File: config.mk
export PLATFORM = sky130hd
export DESIGN_NAME = svc_watchdog
export DESIGN_NICKNAME = d
export VERILOG_FILES = /design/src/rtl/svc_wd_pkg.sv /design/src/rtl/svc_wd_cmd_class.sv /design/src/rtl/svc_wd_seq.sv /design/src/rtl/svc_wd_window.sv /design/src/rtl/svc_watchdog.sv
export SDC_FILE = /design/constraint.sdc
export NUM_CORES = 1
export LEC_CHECK = 0
export BUFFER_PORTS_ARGS = -buffer_cell sky130_fd_sc_hd__buf_2
export CORE_ASPECT_RATIO = 1.4
export CORE_MARGIN = 5
export CORE_UTILIZATION = 35
export CTS_CLUSTER_DIAMETER = 60
export DETAILED_ROUTE_END_ITERATION = 8
export GPL_TIMING_DRIVEN = 0
export PLACE_DENSITY = 0.6
export RECOVER_POWER = 50
export SETUP_SLACK_MARGIN = 0.4
export SLEW_MARGIN = 0
export SYNTH_ARGS = -nofsm -noshare
export SYNTH_HDL_FRONTEND = slang
export SYNTH_SLANG_ARGS = --single-unit
File: constraint.sdc
create_clock -name clk -period 2.8 [get_ports clk]
set_input_delay 0.84 -clock clk [delete_from_list [all_inputs] [get_ports clk]]
set_output_delay 0.84 -clock clk [all_outputs]
set_load 0.02 [all_outputs]
File: src/rtl/svc_wd_pkg.sv
// svc_wd_pkg: command codes and the command class shared by the watchdog blocks.
// Assumes 16-bit command codes; the configuration header sits in bits [15:8].
package svc_wd_pkg;

    localparam logic [15:0] TRIG_CODE = 16'h6A55;
    localparam logic [7:0]  CFG_HDR   = 8'hC3;

    typedef enum logic [1:0] {
        CMD_NONE  = 2'd0,
        CMD_TRIG  = 2'd1,
        CMD_CFG   = 2'd2,
        CMD_OTHER = 2'd3
    } cmd_kind_t;

endpackage

File: src/rtl/svc_wd_cmd_class.sv
// svc_wd_cmd_class: sorts a strobed command into trigger, configuration or other.
// Assumes PS_W < 8 so the configuration field and its zero guard both fit in the low byte.
module svc_wd_cmd_class
    import svc_wd_pkg::*;
#(
    parameter int PS_W = 3
) (
    input  logic            cmd_stb,
    input  logic [15:0]     cmd_code,
    output cmd_kind_t       kind,
    output logic [PS_W-1:0] cfg_val
);

    logic is_cfg_code;

    // Configuration form: fixed header and zero guard bits above the field
    always_comb begin
        is_cfg_code = (cmd_code[15:8] == CFG_HDR) && (cmd_code[7:PS_W] == '0);
    end

    // Classification; no strobe means no command at all
    always_comb begin
        if (!cmd_stb)                    kind = CMD_NONE;
        else if (cmd_code == TRIG_CODE)  kind = CMD_TRIG;
        else if (is_cfg_code)            kind = CMD_CFG;
        else                             kind = CMD_OTHER;
    end

    // Field carried by a configuration command
    always_comb begin
        cfg_val = cmd_code[PS_W-1:0];
    end

endmodule

File: src/rtl/svc_wd_seq.sv
// svc_wd_seq: enforces the rule that a different command must come between two triggers.
// Assumes a synchronous active-low reset; the first trigger after reset is exempt from the rule.
module svc_wd_seq
    import svc_wd_pkg::*;
(
    input  logic      clk,
    input  logic      rst_n,
    input  cmd_kind_t kind,
    output logic      trig_accept,
    output logic      trig_reject
);

    logic first_q;   // no trigger seen since reset
    logic diff_q;    // another command seen since the last trigger
    logic is_trig;

    // Trigger decision from the current sequence state
    always_comb begin
        is_trig     = (kind == CMD_TRIG);
        trig_accept = is_trig && (first_q || diff_q);
        trig_reject = is_trig && !(first_q || diff_q);
    end

    // Sequence state update on every strobed command
    always_ff @(posedge clk) begin
        if (!rst_n) begin
            first_q <= 1'b1;
            diff_q  <= 1'b0;
        end else if (is_trig) begin
            first_q <= 1'b0;
            diff_q  <= 1'b0;
        end else if (kind == CMD_CFG || kind == CMD_OTHER) begin
            diff_q  <= 1'b1;
        end
    end

endmodule

File: src/rtl/svc_wd_window.sv
// svc_wd_window: prescaler register and timeout counter for the trigger window.
// Assumes the limit BASE_CYC << p fits the derived counter width; counts saturate at the limit.
module svc_wd_window #(
    parameter int BASE_CYC = 16,
    parameter int PS_W     = 3,
    parameter int DEF_PS   = 1
) (
    input  logic            clk,
    input  logic            rst_n,
    input  logic            cfg_we,
    input  logic [PS_W-1:0] cfg_val,
    input  logic            restart,
    output logic [PS_W-1:0] ps_q,
    output logic            expire
);

    localparam int NUM_PS  = 1 << PS_W;
    localparam int MAX_LIM = BASE_CYC << (NUM_PS - 1);
    localparam int CNT_W   = $clog2(MAX_LIM + 1);

    logic [CNT_W-1:0] lim_tab [NUM_PS];
    logic [CNT_W-1:0] limit;
    logic [CNT_W-1:0] cnt_q;

    // One limit per prescaler value
    for (genvar g = 0; g < NUM_PS; g++) begin : g_lim
        assign lim_tab[g] = CNT_W'(BASE_CYC) << g;
    end

    // Current limit selected by the prescaler
    always_comb begin
        limit  = lim_tab[ps_q];
        expire = (cnt_q >= limit);
    end

    // Prescaler register, written by the configuration command
    always_ff @(posedge clk) begin
        if (!rst_n)      ps_q <= PS_W'(DEF_PS);
        else if (cfg_we) ps_q <= cfg_val;
    end

    // Cycles since the last accepted trigger, saturating at the limit
    always_ff @(posedge clk) begin
        if (!rst_n)             cnt_q <= '0;
        else if (restart)       cnt_q <= '0;
        else if (cnt_q < limit) cnt_q <= cnt_q + 1'b1;
    end

endmodule

File: src/rtl/svc_watchdog.sv
// svc_watchdog: serial-command watchdog that drives a secondary reset from the host's trigger stream.
// Assumes cmd_stb is a one-cycle pulse per decoded command and uv_rst_n is synchronous to clk.
module svc_watchdog
    import svc_wd_pkg::*;
#(
    parameter int BASE_CYC = 16,
    parameter int PS_W     = 3,
    parameter int DEF_PS   = 1
) (
    input  logic        clk,
    input  logic        uv_rst_n,
    input  logic        cmd_stb,
    input  logic [15:0] cmd_code,
    output logic        rst2_n,
    output logic        wd_ok
);

    cmd_kind_t       kind;
    logic [PS_W-1:0] cfg_val;
    logic [PS_W-1:0] ps_cur;
    logic            trig_accept;
    logic            trig_reject;
    logic            win_expire;
    logic            ok_q;

    svc_wd_cmd_class #(.PS_W(PS_W)) u_class (
        .cmd_stb  (cmd_stb),
        .cmd_code (cmd_code),
        .kind     (kind),
        .cfg_val  (cfg_val)
    );

    svc_wd_seq u_seq (
        .clk         (clk),
        .rst_n       (uv_rst_n),
        .kind        (kind),
        .trig_accept (trig_accept),
        .trig_reject (trig_reject)
    );

    svc_wd_window #(
        .BASE_CYC (BASE_CYC),
        .PS_W     (PS_W),
        .DEF_PS   (DEF_PS)
    ) u_win (
        .clk     (clk),
        .rst_n   (uv_rst_n),
        .cfg_we  (kind == CMD_CFG),
        .cfg_val (cfg_val),
        .restart (trig_accept),
        .ps_q    (ps_cur),
        .expire  (win_expire)
    );

    // Alive flag: set by an accepted trigger, cleared by a rejected one or a timeout
    always_ff @(posedge clk) begin
        if (!uv_rst_n)                     ok_q <= 1'b0;
        else if (trig_accept)              ok_q <= 1'b1;
        else if (trig_reject || win_expire) ok_q <= 1'b0;
    end

    // Outputs: status flag and the combined secondary reset
    always_comb begin
        wd_ok  = ok_q;
        rst2_n = uv_rst_n & ok_q;
    end

endmodule

==> metrics.cfg <==
[global_routing]
grt_max_degree=11
antenna_found_initial=0
grt_pass1_vias=1125
grt_overflow=0
grtUsageTotal_pct=12.9
grt_pass1_wl_um=4810

[cts]
cts_buffers=3
cts_tree=yes
cts_buffer_depth=2
htreeDepth=1
clkTransAtPathRegs_ns=0.07
cts_root_buf=clkbuf_8
cts.sinks=18
clk_latency_ns=0.25

[run]
max_cap_viol_count=0

[pwr]
intPower_uw=403
total_leakage_power_uw=0.000581
p_sw_share_pct=22.3
power_density_mw_per_mm2=364
pwr-share-clk_pct=42.4
power_switching_uw=116
comb_power_share_pct=6.5
ir_drop_mv=0.287
pwr-share-seq_pct=51.1

[synth]
syn_area_mm2=0.00117
ys_warn_count=0
yosysSeqAreaShare_pct=30.8
synth-seq-cells=18
avgSynthCellArea_um2=8.12
syn_inst=144
synth_flop_cell=dfxtp_1
synth_cell_types=34
synth_edf_count=0
synth_nets=173
synthArstFlopShare_pct=0

[sta]
final-hold-violation-count=0
setup_tns_ns=0
whs_ns=0.474
worst_slew_pin_slew_ns=0.341
skew_ns=0.00249
rsz0062_at_grt=true
fmax_mhz=423
finalMaxSlewViolations=0
setup_viol=0
fin_crit_sh_pct=84.5
fin_ws_ns=0.435
slew_headroom_pct=77.0
min_period_ns=2.36

[layout]
final_cell_area_mm2=0.00143
drive_gt1_share_pct=22.7
antenna_cells=0
nets=202
area_delta_synth_final_pct=22.0

[setup_path]
r2r_setup_slack_ns=0.44
r2r-start=u_win.ps_q[0]
end_kind=flop
cp-start-kind=flop
crit_arrival_ns=2.55
reg2reg_depth=9
crit_required_ns=2.99
reg2reg_to=u_win.cnt_q[9]
worstPathMaxFanout=10
critPathKind=reg2reg

[place]
portBuffers=20
place_ws_ns=0.179
dpl.hpwl_um=2210
gp_congestion=0.837
placed_cell_area_mm2=0.00132

[die]
die_w_um=58.9
num_rows=24
die_area_mm2=0.00461
start_util_pct=36.8
ioPinCount=21
die_h_um=78.4
core-area_mm2=0.00318

[hold_path]
holdCritPathClass=reg2reg
min_to=u_seq.first_q
worstHoldStart=u_seq.first_q
worstHoldPathCells=2

[drt]
ant_nets=0
drtIter0Drc=18
drc=0
wl_per_cell_um=13.8
drt_pass1_iterations=4
routed_wl_um=2910
via_count=1189
routed_via_density=5.64

[run_status]
status=finished, final reports clean

[area by class of cell]
cell class | count | area (um^2)
fill | 356 | 1760
multi-input combinational | 111 | 766
inverter | 6 | 22.5
timing repair buffer | 24 | 125
sequential | 18 | 360
clock buffer | 4 | 55.1
tap | 39 | 48.8
buffer | 9 | 50.0
[cells by family after synthesis]
| logic type | after synthesis | synth area share [%] |
|---|---|---|
| buffers and inverters | 15 | 5.03 |
| multiplexers | 3 | 2.57 |
| AO/OA/AOI/OAI | 37 | 19.5 |
| adder cells (fa/ha/maj) | 10 | 10.7 |
| AND/OR/NAND/NOR | 61 | 31.4 |
| flip-flops | 18 | 30.8 |
[worst max-delay path by stage]
stage,from,endpoint,slack (ns)
final,u_win.ps_q[0],u_win.cnt_q[9],0.44
after global routing,u_win.ps_q[0],u_win.cnt_q[1],0.22
after CTS,u_win.ps_q[0],u_win.cnt_q[1],0.40
after detailed placement,u_win.ps_q[2],u_win.cnt_q[1],0.18
after global placement,u_win.ps_q[2],u_win.cnt_q[1],0.23
after floorplan,u_win.ps_q[2],u_win.cnt_q[10],0.56
[cells in the final DEF (no fill, tap or decap), types with 2 or more instances in the layout]
master / instances
nor2b_1: 3
nand3_1: 12
ha_1: 10
o31ai_1: 7
nor2_1: 8
nor3_1: 2
inv_1: 6
nand2_1: 9
or4_1: 9
and2_1: 2
a21oi_2: 2
clkbuf_1: 4
a21o_1: 2
a21oi_1: 14
buf_2: 23
dfxtp_1: 18
nand3b_1: 4
o21ai_0: 5
nand4_1: 3
clkbuf_8: 4
mux2i_1: 3
buf_4: 5
[stage by stage]
step / instances / util (%) / total power (uW)
2_1_floorplan: 144 / - / 285
3_3_place_gp: 203 / 41.4 / 304
3_5_place_dp: 203 / 41.4 / 305
4_1_cts: 207 / 43.3 / 523
5_1_grt: 211 / 44.9 / 540
6_report: 211 / 44.9 / 519
[power by group through the flow]
stage | sequential, uW | clock (uW) | combinational (uW)
final | 265 | 220 | 33.7
after global routing | 266 | 236 | 38.1
after CTS | 265 | 224 | 33.8
after detailed placement | 271 | 0 | 33.8
after global placement | 271 | 0 | 33.0
after floorplan | 270 | 0 | 15.7
[routing by layer]
layer  GRT usage [%]  up-vias  wire length [um]
met1            15.0      553              1230
met5               0        -                 0
li1                -      593                 -
met2            23.2       39              1500
met3            1.81        4               155
met4            4.76        0                25
[flip-flops by register name, summed over array words and instances (netlist names)]
signal	flops
u_seq.diff_q	1
u_seq.first_q	1
u_win.cnt_q	12
u_win.ps_q	3
wd_ok	1
[worst max-delay path, cell delays in order (launching register included)]
cell and delay [ns]:
dfxtp_1 0.30, buf_2 0.16, or3b_2 0.47, ha_1 0.28, nand4_1 0.11, a21oi_1 0.25
clkbuf_1 0.24, clkbuf_4 0.25, o31ai_1 0.09, a21oi_1 0.14
[cells in the mapped netlist (2+ instances only)]
| cell | count | area, um^2 |
|---|---|---|
| buf_2 | 2 | 10.0 |
| nand3b_1 | 4 | 30.0 |
| a21oi_1 | 16 | 80.1 |
| and2_1 | 2 | 12.5 |
| nor2b_1 | 3 | 18.8 |
| or4_1 | 9 | 67.6 |
| clkbuf_1 | 7 | 26.3 |
| inv_1 | 6 | 22.5 |
| nand2_1 | 9 | 33.8 |
| nor2_1 | 8 | 30.0 |
| a21o_1 | 2 | 15.0 |
| o31ai_1 | 8 | 60.1 |
| o21ai_0 | 5 | 25.0 |
| nand4_1 | 3 | 18.8 |
| mux2i_1 | 3 | 30.0 |
| nor3_1 | 2 | 10.0 |
| nand3_1 | 12 | 60.1 |
| ha_1 | 10 | 125 |
| dfxtp_1 | 18 | 360 |
[repair_timing]
item	CTS	global route
hold buffers	0	0
buffers inserted	0	3
resized for setup	4	23
setup endpoints to repair	12	13
cloned	0	1
pin swaps	0	1
No activity file was read; power rests on OpenSTA's default activity.
